===== config.mk =====
export PLATFORM = sky130hd
export DESIGN_NAME = rtc_regblock
export DESIGN_NICKNAME = d
export VERILOG_FILES = /design/src/rtl/rtc_pkg.sv /design/src/rtl/rtc_sec_counter.sv /design/src/rtl/rtc_alarm_cmp.sv /design/src/rtl/rtc_irq_flags.sv /design/src/rtl/rtc_regblock.sv
export SDC_FILE = /design/constraint.sdc
export NUM_CORES = 1
export LEC_CHECK = 0
export BUFFER_PORTS_ARGS = -buffer_cell sky130_fd_sc_hd__buf_2
export CAP_MARGIN = 20
export CORE_UTILIZATION = 35
export DETAILED_ROUTE_END_ITERATION = 8
export GPL_TIMING_DRIVEN = 1
export PLACE_DENSITY = 0.53
export SETUP_SLACK_MARGIN = 0.1
export SLEW_MARGIN = 20
export SYNTH_ARGS = -nofsm -noshare
export SYNTH_HDL_FRONTEND = slang
export SYNTH_SLANG_ARGS = --single-unit

===== constraint.sdc =====
create_clock -name clk -period 2.7 [get_ports clk]
set_input_delay 0.405 -clock clk [delete_from_list [all_inputs] [get_ports clk]]
set_output_delay 0.405 -clock clk [all_outputs]
set_load 0.02 [all_outputs]

===== src/rtl/rtc_pkg.sv =====
package rtc_pkg;

  // Register byte addresses
  localparam logic [7:0] A_VID   = 8'h00;
  localparam logic [7:0] A_REV   = 8'h01;
  localparam logic [7:0] A_SRC1  = 8'h10;
  localparam logic [7:0] A_SRC2  = 8'h11;
  localparam logic [7:0] A_SRCV  = 8'h12;
  localparam logic [7:0] A_CTL1  = 8'h28;
  localparam logic [7:0] A_CTL2  = 8'h29;
  localparam logic [7:0] A_TIME  = 8'h70;  // MSB of counter, 0x73 = LSB
  localparam logic [7:0] A_ALARM = 8'h74;  // MSB of alarm, 0x77 = LSB

  localparam int ALARM_FLAG_BIT = 3;
  localparam logic [31:0] ALARM_OFF = 32'hFFFF_FFFF;

  typedef struct packed {
    logic [3:0] rst_dly;
    logic       wake_en;
    logic       pwrup_en;
    logic [1:0] bus_chk;
  } ctl2_t;

  // Byte i of a word, i = 0 selects bits 31:24
  function automatic logic [7:0] byte_of(input logic [31:0] w, input logic [1:0] i);
    return w[8*(3-int'(i)) +: 8];
  endfunction

  function automatic logic [31:0] put_byte(input logic [31:0] w, input logic [1:0] i,
                                           input logic [7:0] b);
    logic [31:0] r;
    r = w;
    r[8*(3-int'(i)) +: 8] = b;
    return r;
  endfunction

  function automatic logic [31:0] next_second(input logic [31:0] c);
    return c + 32'd1;
  endfunction

endpackage


===== src/rtl/rtc_sec_counter.sv =====
module rtc_sec_counter
  import rtc_pkg::*;
#(
  parameter int TICKS_PER_SEC = 32768
) (
  input  logic        clk,
  input  logic        rst_n,
  input  logic        tick_in,
  input  logic        load,
  input  logic [31:0] load_val,
  output logic [31:0] count,
  output logic        sec_evt
);
  localparam int PW = (TICKS_PER_SEC > 1) ? $clog2(TICKS_PER_SEC) : 1;
  localparam logic [PW-1:0] LAST = PW'(TICKS_PER_SEC - 1);

  logic [PW-1:0] presc;

  assign sec_evt = tick_in && (presc == LAST) && !load;

  always_ff @(posedge clk or negedge rst_n) begin
    if (!rst_n) begin
      presc <= '0;
      count <= '0;
    end else if (load) begin
      presc <= '0;
      count <= load_val;
    end else if (tick_in) begin
      if (presc == LAST) begin
        presc <= '0;
        count <= next_second(count);
      end else begin
        presc <= presc + PW'(1);
      end
    end
  end

  assert_step_R3: assert property (@(posedge clk) disable iff (!rst_n)
    sec_evt |=> count == $past(count) + 32'd1);

  assert_hold_R3: assert property (@(posedge clk) disable iff (!rst_n)
    (!tick_in && !load) |=> $stable(count));

  assert_load_R4: assert property (@(posedge clk) disable iff (!rst_n)
    load |=> count == $past(load_val));

endmodule


===== src/rtl/rtc_alarm_cmp.sv =====
module rtc_alarm_cmp
  import rtc_pkg::*;
(
  input  logic        clk,
  input  logic        rst_n,
  input  logic        we,
  input  logic [1:0]  idx,
  input  logic [7:0]  wdata,
  input  logic [31:0] count,
  input  logic        sec_evt,
  output logic [31:0] alarm,
  output logic        hit
);
  logic armed;
  assign armed = (alarm != ALARM_OFF);

  always_ff @(posedge clk or negedge rst_n) begin
    if (!rst_n) begin
      alarm <= ALARM_OFF;
      hit   <= 1'b0;
    end else begin
      if (we) alarm <= put_byte(alarm, idx, wdata);
      hit <= sec_evt && armed && (next_second(count) == alarm);
    end
  end

  // hit is high in the cycle the counter has just reached the alarm
  assert_hit_R6: assert property (@(posedge clk) disable iff (!rst_n)
    hit |-> count == $past(alarm));

  assert_off_R7: assert property (@(posedge clk) disable iff (!rst_n)
    hit |-> $past(alarm) != ALARM_OFF);

endmodule


===== src/rtl/rtc_irq_flags.sv =====
module rtc_irq_flags #(
  parameter int W = 8
) (
  input  logic         clk,
  input  logic         rst_n,
  input  logic [W-1:0] set,
  input  logic         clr_we,
  input  logic [W-1:0] clr_mask,
  output logic [W-1:0] flags
);
  always_ff @(posedge clk or negedge rst_n) begin
    if (!rst_n) flags <= '0;
    else        flags <= (flags & ~(clr_we ? clr_mask : '0)) | set;
  end

  assert_w1c_R9: assert property (@(posedge clk) disable iff (!rst_n)
    (clr_we && set == '0) |=> (flags & $past(clr_mask)) == '0);

  assert_setwins_R9: assert property (@(posedge clk) disable iff (!rst_n)
    (set != '0) |=> (flags & $past(set)) == $past(set));

  assert_keep_R9: assert property (@(posedge clk) disable iff (!rst_n)
    (!clr_we && set == '0) |=> $stable(flags));

endmodule


===== src/rtl/rtc_regblock.sv =====
module rtc_regblock
  import rtc_pkg::*;
#(
  parameter int         TICKS_PER_SEC = 32768,
  parameter logic [7:0] VENDOR_ID     = 8'h3C,
  parameter logic [7:0] MODEL_REV     = 8'h42
) (
  input  logic       clk,
  input  logic       rst_n,
  input  logic       tick_in,
  input  logic       wr_en,
  input  logic       rd_en,
  input  logic [7:0] addr,
  input  logic [7:0] wdata,
  output logic [7:0] rdata,
  input  logic [7:0] evt_src1,
  input  logic [7:0] evt_src2,
  input  logic [7:0] evt_vnd,
  output logic       irq,
  output logic       wake_req,
  output logic       pwrup_req,
  output logic       force_act,
  output logic [1:0] force_shdn
);
  localparam int NBANK = 3;

  logic [31:0] count, alarm, shadow;
  logic [23:0] stage;
  logic        sec_evt, alarm_hit;
  logic        time_hit_w, alarm_hit_w, load;
  logic [31:0] load_val;
  logic [3:0]  ctl1;
  ctl2_t       ctl2;
  logic [7:0]  rd_mux;
  logic        any_set;

  logic [7:0] bank_set   [NBANK];
  logic [7:0] bank_flags [NBANK];
  logic       bank_clr   [NBANK];

  // ---------------- write decode ----------------
  assign time_hit_w  = wr_en && (addr[7:2] == A_TIME[7:2]);
  assign alarm_hit_w = wr_en && (addr[7:2] == A_ALARM[7:2]);
  assign load        = time_hit_w && (addr[1:0] == 2'd3);
  assign load_val    = {stage, wdata};

  always_ff @(posedge clk or negedge rst_n) begin
    if (!rst_n) begin
      stage <= '0;
    end else if (time_hit_w && !load) begin
      stage <= put_byte({stage, 8'h00}, addr[1:0], wdata)[31:8];
    end
  end

  // ---------------- counter and alarm ----------------
  rtc_sec_counter #(.TICKS_PER_SEC(TICKS_PER_SEC)) u_cnt (
    .clk      (clk),
    .rst_n    (rst_n),
    .tick_in  (tick_in),
    .load     (load),
    .load_val (load_val),
    .count    (count),
    .sec_evt  (sec_evt)
  );

  rtc_alarm_cmp u_alm (
    .clk     (clk),
    .rst_n   (rst_n),
    .we      (alarm_hit_w),
    .idx     (addr[1:0]),
    .wdata   (wdata),
    .count   (count),
    .sec_evt (sec_evt),
    .alarm   (alarm),
    .hit     (alarm_hit)
  );

  // ---------------- interrupt source banks ----------------
  assign bank_set[0] = evt_src1 | (8'(alarm_hit) << ALARM_FLAG_BIT);
  assign bank_set[1] = evt_src2;
  assign bank_set[2] = evt_vnd;

  generate
    for (genvar g = 0; g < NBANK; g++) begin : g_bank
      assign bank_clr[g] = wr_en && (addr == A_SRC1 + 8'(g));
      rtc_irq_flags #(.W(8)) u_flags (
        .clk      (clk),
        .rst_n    (rst_n),
        .set      (bank_set[g]),
        .clr_we   (bank_clr[g]),
        .clr_mask (wdata),
        .flags    (bank_flags[g])
      );
    end
  endgenerate

  assign irq     = |{bank_flags[0], bank_flags[1], bank_flags[2]};
  assign any_set = |{bank_set[0], bank_set[1], bank_set[2]};

  // ---------------- control registers and requests ----------------
  always_ff @(posedge clk or negedge rst_n) begin
    if (!rst_n) begin
      ctl1      <= '0;
      ctl2      <= '0;
      wake_req  <= 1'b0;
      pwrup_req <= 1'b0;
    end else begin
      if (wr_en && addr == A_CTL1) ctl1 <= wdata[3:0];
      if (wr_en && addr == A_CTL2) ctl2 <= ctl2_t'(wdata);
      wake_req  <= alarm_hit && ctl2.wake_en;
      pwrup_req <= alarm_hit && ctl2.pwrup_en;
    end
  end

  assign force_shdn = ctl1[1:0];
  assign force_act  = ctl1[2];

  // ---------------- read path ----------------
  always_comb begin
    rd_mux = 8'h00;
    case (addr)
      A_VID:            rd_mux = VENDOR_ID;
      A_REV:            rd_mux = MODEL_REV;
      A_SRC1:           rd_mux = bank_flags[0];
      A_SRC2:           rd_mux = bank_flags[1];
      A_SRCV:           rd_mux = bank_flags[2];
      A_CTL1:           rd_mux = {4'h0, ctl1};
      A_CTL2:           rd_mux = ctl2;
      A_TIME:           rd_mux = byte_of(count, 2'd0);
      A_TIME + 8'd1,
      A_TIME + 8'd2,
      A_TIME + 8'd3:    rd_mux = byte_of(shadow, addr[1:0]);
      A_ALARM,
      A_ALARM + 8'd1,
      A_ALARM + 8'd2,
      A_ALARM + 8'd3:   rd_mux = byte_of(alarm, addr[1:0]);
      default:          rd_mux = 8'h00;
    endcase
  end

  always_ff @(posedge clk or negedge rst_n) begin
    if (!rst_n) begin
      rdata  <= 8'h00;
      shadow <= '0;
    end else if (rd_en) begin
      rdata <= rd_mux;
      if (addr == A_TIME) shadow <= count;
    end
  end

  assert_snap_R5: assert property (@(posedge clk) disable iff (!rst_n)
    (rd_en && addr == A_TIME) |=> shadow == $past(count));

  assert_wake_R8: assert property (@(posedge clk) disable iff (!rst_n)
    wake_req |-> $past(ctl2.wake_en) && $past(alarm_hit));

  assert_pwrup_R8: assert property (@(posedge clk) disable iff (!rst_n)
    pwrup_req |-> $past(ctl2.pwrup_en) && $past(alarm_hit));

  assert_irq_rise_R10: assert property (@(posedge clk) disable iff (!rst_n)
    $rose(irq) |-> $past(any_set));

endmodule


==> results.yml <==
routing:
  wl_mm: 30.5
  drtIter0Drc: 607
  remaining_drc_errors: 0
  viasPerCell: 5.47
  wl_met2_mm: 14.0
  vias: 7838
  wire_per_inst_um: 21.3
  wl_met1_mm: 14.5
  postRouteAntennaNets: 0
  drtPass1Iterations: 5
  met3WireLength_mm: 1.30
  top_layer: "met4"
setup_path:
  crit_path_start_kind: "flop"
  crit_path_frequent_cell: "or4_4"
  critPathKind: "flop to flop"
  crit_required_ps: 3050
  path_buf_inv: 1
  critPathMaxFanout: 5
  slowest_delay_ps: 560
  critPathTopFamily: "simple AND/OR/NAND/NOR gates"
  end_kind: "flop"
  cp_cell_sequence: "nand4_1 -> or4_4 -> or2_4 -> buf_6 -> nor3_2 -> o221ai_1 -> or4_4 -> a2111oi_4"
  critPathArrivalTime_ps: 2920
  cp_slowest_cell: "or4_4"
finish:
  area_growth_pct: 20.0
  diodes: 0
  final_cells: 1432
  final_nets: 1130
  drive_gt1_share_pct: 27.0
timing:
  setup_violations: 0
  fin_crit_ps: 2570
  max-slew-margin-rel_pct: 55.3
  tightest_slew_ps: 664
  grt_setup_unrepaired: "yes"
  finClkSkew_ps: 19.6
  max_freq_mhz: 389
  finalHoldViolCount: 0
  post-route-period-util_pct: 95.3
  slew_violations: 0
cts:
  path_clk_slew_ps: 90
  cts_tree: "yes"
  htreeDepth: 4
  cts_buffer_depth: 2
  clock-root-buffer: "clkbuf_16"
  cts_inserted_buffers: 17
  clkLatencyLatePin_ps: 450
  cts.sinks: 182
floorplan:
  die_y_um: 168
  design.core.area_um2: 27000
  rows: 60
  dieArea_um2: 28200
  die_w_um: 168
  start_util_pct: 35.7
  ios: 59
placement:
  gp_congestion: 0.926
  dp.cells: 1387
  port_buffers: 58
  hpwl_mm: 22.1
synth:
  avgSynthCellArea_um2: 9.78
  synth_edf_count: 0
  synthArstFlopShare_pct: 100
  yosys_warnings: 0
  synthFlopType: "dfrtp_1"
  yosys_register_bits: 182
  ys_seq_area_share_pct: 47.6
  synth_nets: 1039
  syn_area_um2: 9650
  synthDistinctLibCells: 59
  syn_inst: 987
global_routing:
  gr-total-overflow: 0
  grt_pass1_vias: 7507
  grt_max_degree: 53
  antenna_found_initial: 0
  grt_pass1_wl_mm: 46.7
  grt_usage_pct: 22.1
job:
  drv_cap: 0
pwr:
  total_power_mw: 6.09
  power.leakage_nw: 4.66
  irDropWorstVdd_mv: 0.363
  power.density_nw_per_um2: 526
outcome:
  status: "finished, final reports clean"
min_path:
  hp-class: "primary input to flop"
cells in the final DEF (no fill, tap or decap), types with 10 or more instances in the layout:
cell type,Yosys,layout
xor2_1,20,20
nand2_1,186,186
a21o_1,24,24
clkbuf_16,0,17
xnor2_1,70,68
buf_4,5,73
a21oi_1,12,11
buf_2,5,57
dfrtp_1,150,148
and2_1,10,10
mux2_2,44,44
nand3_1,21,19
nand4_1,29,29
o21ai_0,106,106
dfstp_2,32,32
nor4_1,25,18
mux4_2,16,16
nor3_1,23,18
nor2_1,45,44
state kept, by name, summed over array words and instances, names as in the netlist:
signal	cells
shadow	32
u_alm.alarm	32
u_cnt.count	32
g_bank.u_flags.flags	24
stage	24
u_cnt.presc	15
ctl2	8
rdata	8
ctl1	4
pwrup_req	1
u_alm.hit	1
wake_req	1
kinds of logic after synthesis:
family,synth area share [%]
AOI/OAI and AO/OA,11.4
xor gates and xnor gates,8.17
adders and majority gates,0.907
buffers and inverters,3.29
DFF,47.6
muxes,9.59
and+or+nand+nor,19.0
worst register-to-register path, delay by kind of cell (launching register included):
family / cells / cell delay, ps
flops: 1 / 420
buf+inv: 1 / 140
compound gates: 2 / 380
simple gates: 5 / 1530
cell usage after synthesis (4+ instances only):
master | instances | area, um2
a222oi_1 | 6 | 60.1
dfrtp_1 | 150 | 3750
or3_1 | 5 | 31.3
a21oi_1 | 12 | 60.1
a22oi_1 | 8 | 60.1
buf_1 | 5 | 18.8
and4_1 | 7 | 61.3
nor2_1 | 45 | 169
and2_1 | 10 | 62.6
mux2_2 | 44 | 495
clkbuf_1 | 50 | 188
o21ai_0 | 106 | 531
buf_4 | 5 | 37.5
buf_2 | 5 | 25.0
and3_1 | 9 | 56.3
dfstp_2 | 32 | 841
ha_1 | 7 | 87.6
xor2_1 | 20 | 175
nor4_1 | 25 | 156
mux2i_1 | 7 | 70.1
nand4_1 | 29 | 181
xnor2_1 | 70 | 613
inv_1 | 9 | 33.8
nor2b_1 | 4 | 25.0
a21o_1 | 24 | 180
nor3_1 | 23 | 115
nand3_1 | 21 | 105
mux4_2 | 16 | 360
nand2_1 | 186 | 698
nor3b_1 | 4 | 30.0
per-layer routing:
layer | up-vias | GRT usage (%)
li1 | 3658 | -
met1 | 3944 | 32.1
met2 | 206 | 34.2
met3 | 30 | 3.43
met4 | 0 | 6.44
met5 | - | 0
where the power goes:
group	internal, mW	switching (mW)
logic	0.199	0.320
registers	2.82	0.0886
clock network	1.30	1.37
total	4.31	1.78
final cells by class:
cell class              count  area, um2
clock buffers              17        425
clock inverters            15        206
fillers                  2641      15400
inverters                  10       37.5
multi-input cells         729       4930
flip-flops and latches    182       4600
well taps                 341        427
repair buffers            138        960
repair_timing:
action / 4_1_cts / 5_1_grt
hold buffers: 1 / 0
setup endpoints to repair: 1 / 18
setup buffers: 5 / 7
hold endpoints to repair: 38 / 0
resized for setup: 5 / 23
pin swaps: 3 / 9
per-stage QoR:
step / TNS, ps / instance area, um2 / hold slack [ps] / util, % / worst slack (ps)
after CTS: 0 / 11400 / 113 / 42.2 / 100
after detailed placement: -21.8 / 10700 / 407 / 39.6 / -21.8
after global routing: -7.11 / 11600 / 112 / 42.8 / -7.11
after global placement: 0 / 10700 / 412 / 39.6 / 76.4
final: 0 / 11600 / 128 / 42.8 / 128
after floorplan: 0 / 9720 / 109 / - / 17.6
worst paths after layout:
check / start / to / slack [ps] / cells past startpoint
worst min register to register: stage[18] / u_cnt.count[26] / 480 / 2
min in group asynchronous: rst_n / shadow[0] / 500 / 2
worst max-delay path: u_cnt.count[1] / u_alm.hit / 130 / 8
worst min-delay path: evt_vnd[5] / g_bank[2].u_flags.flags[5] / 130 / 2
max in group asynchronous: rst_n / u_alm.alarm[28] / 1540 / 3
worst max register to register: u_cnt.count[1] / u_alm.hit / 130 / 8
Power figures use the tool's default switching activity.
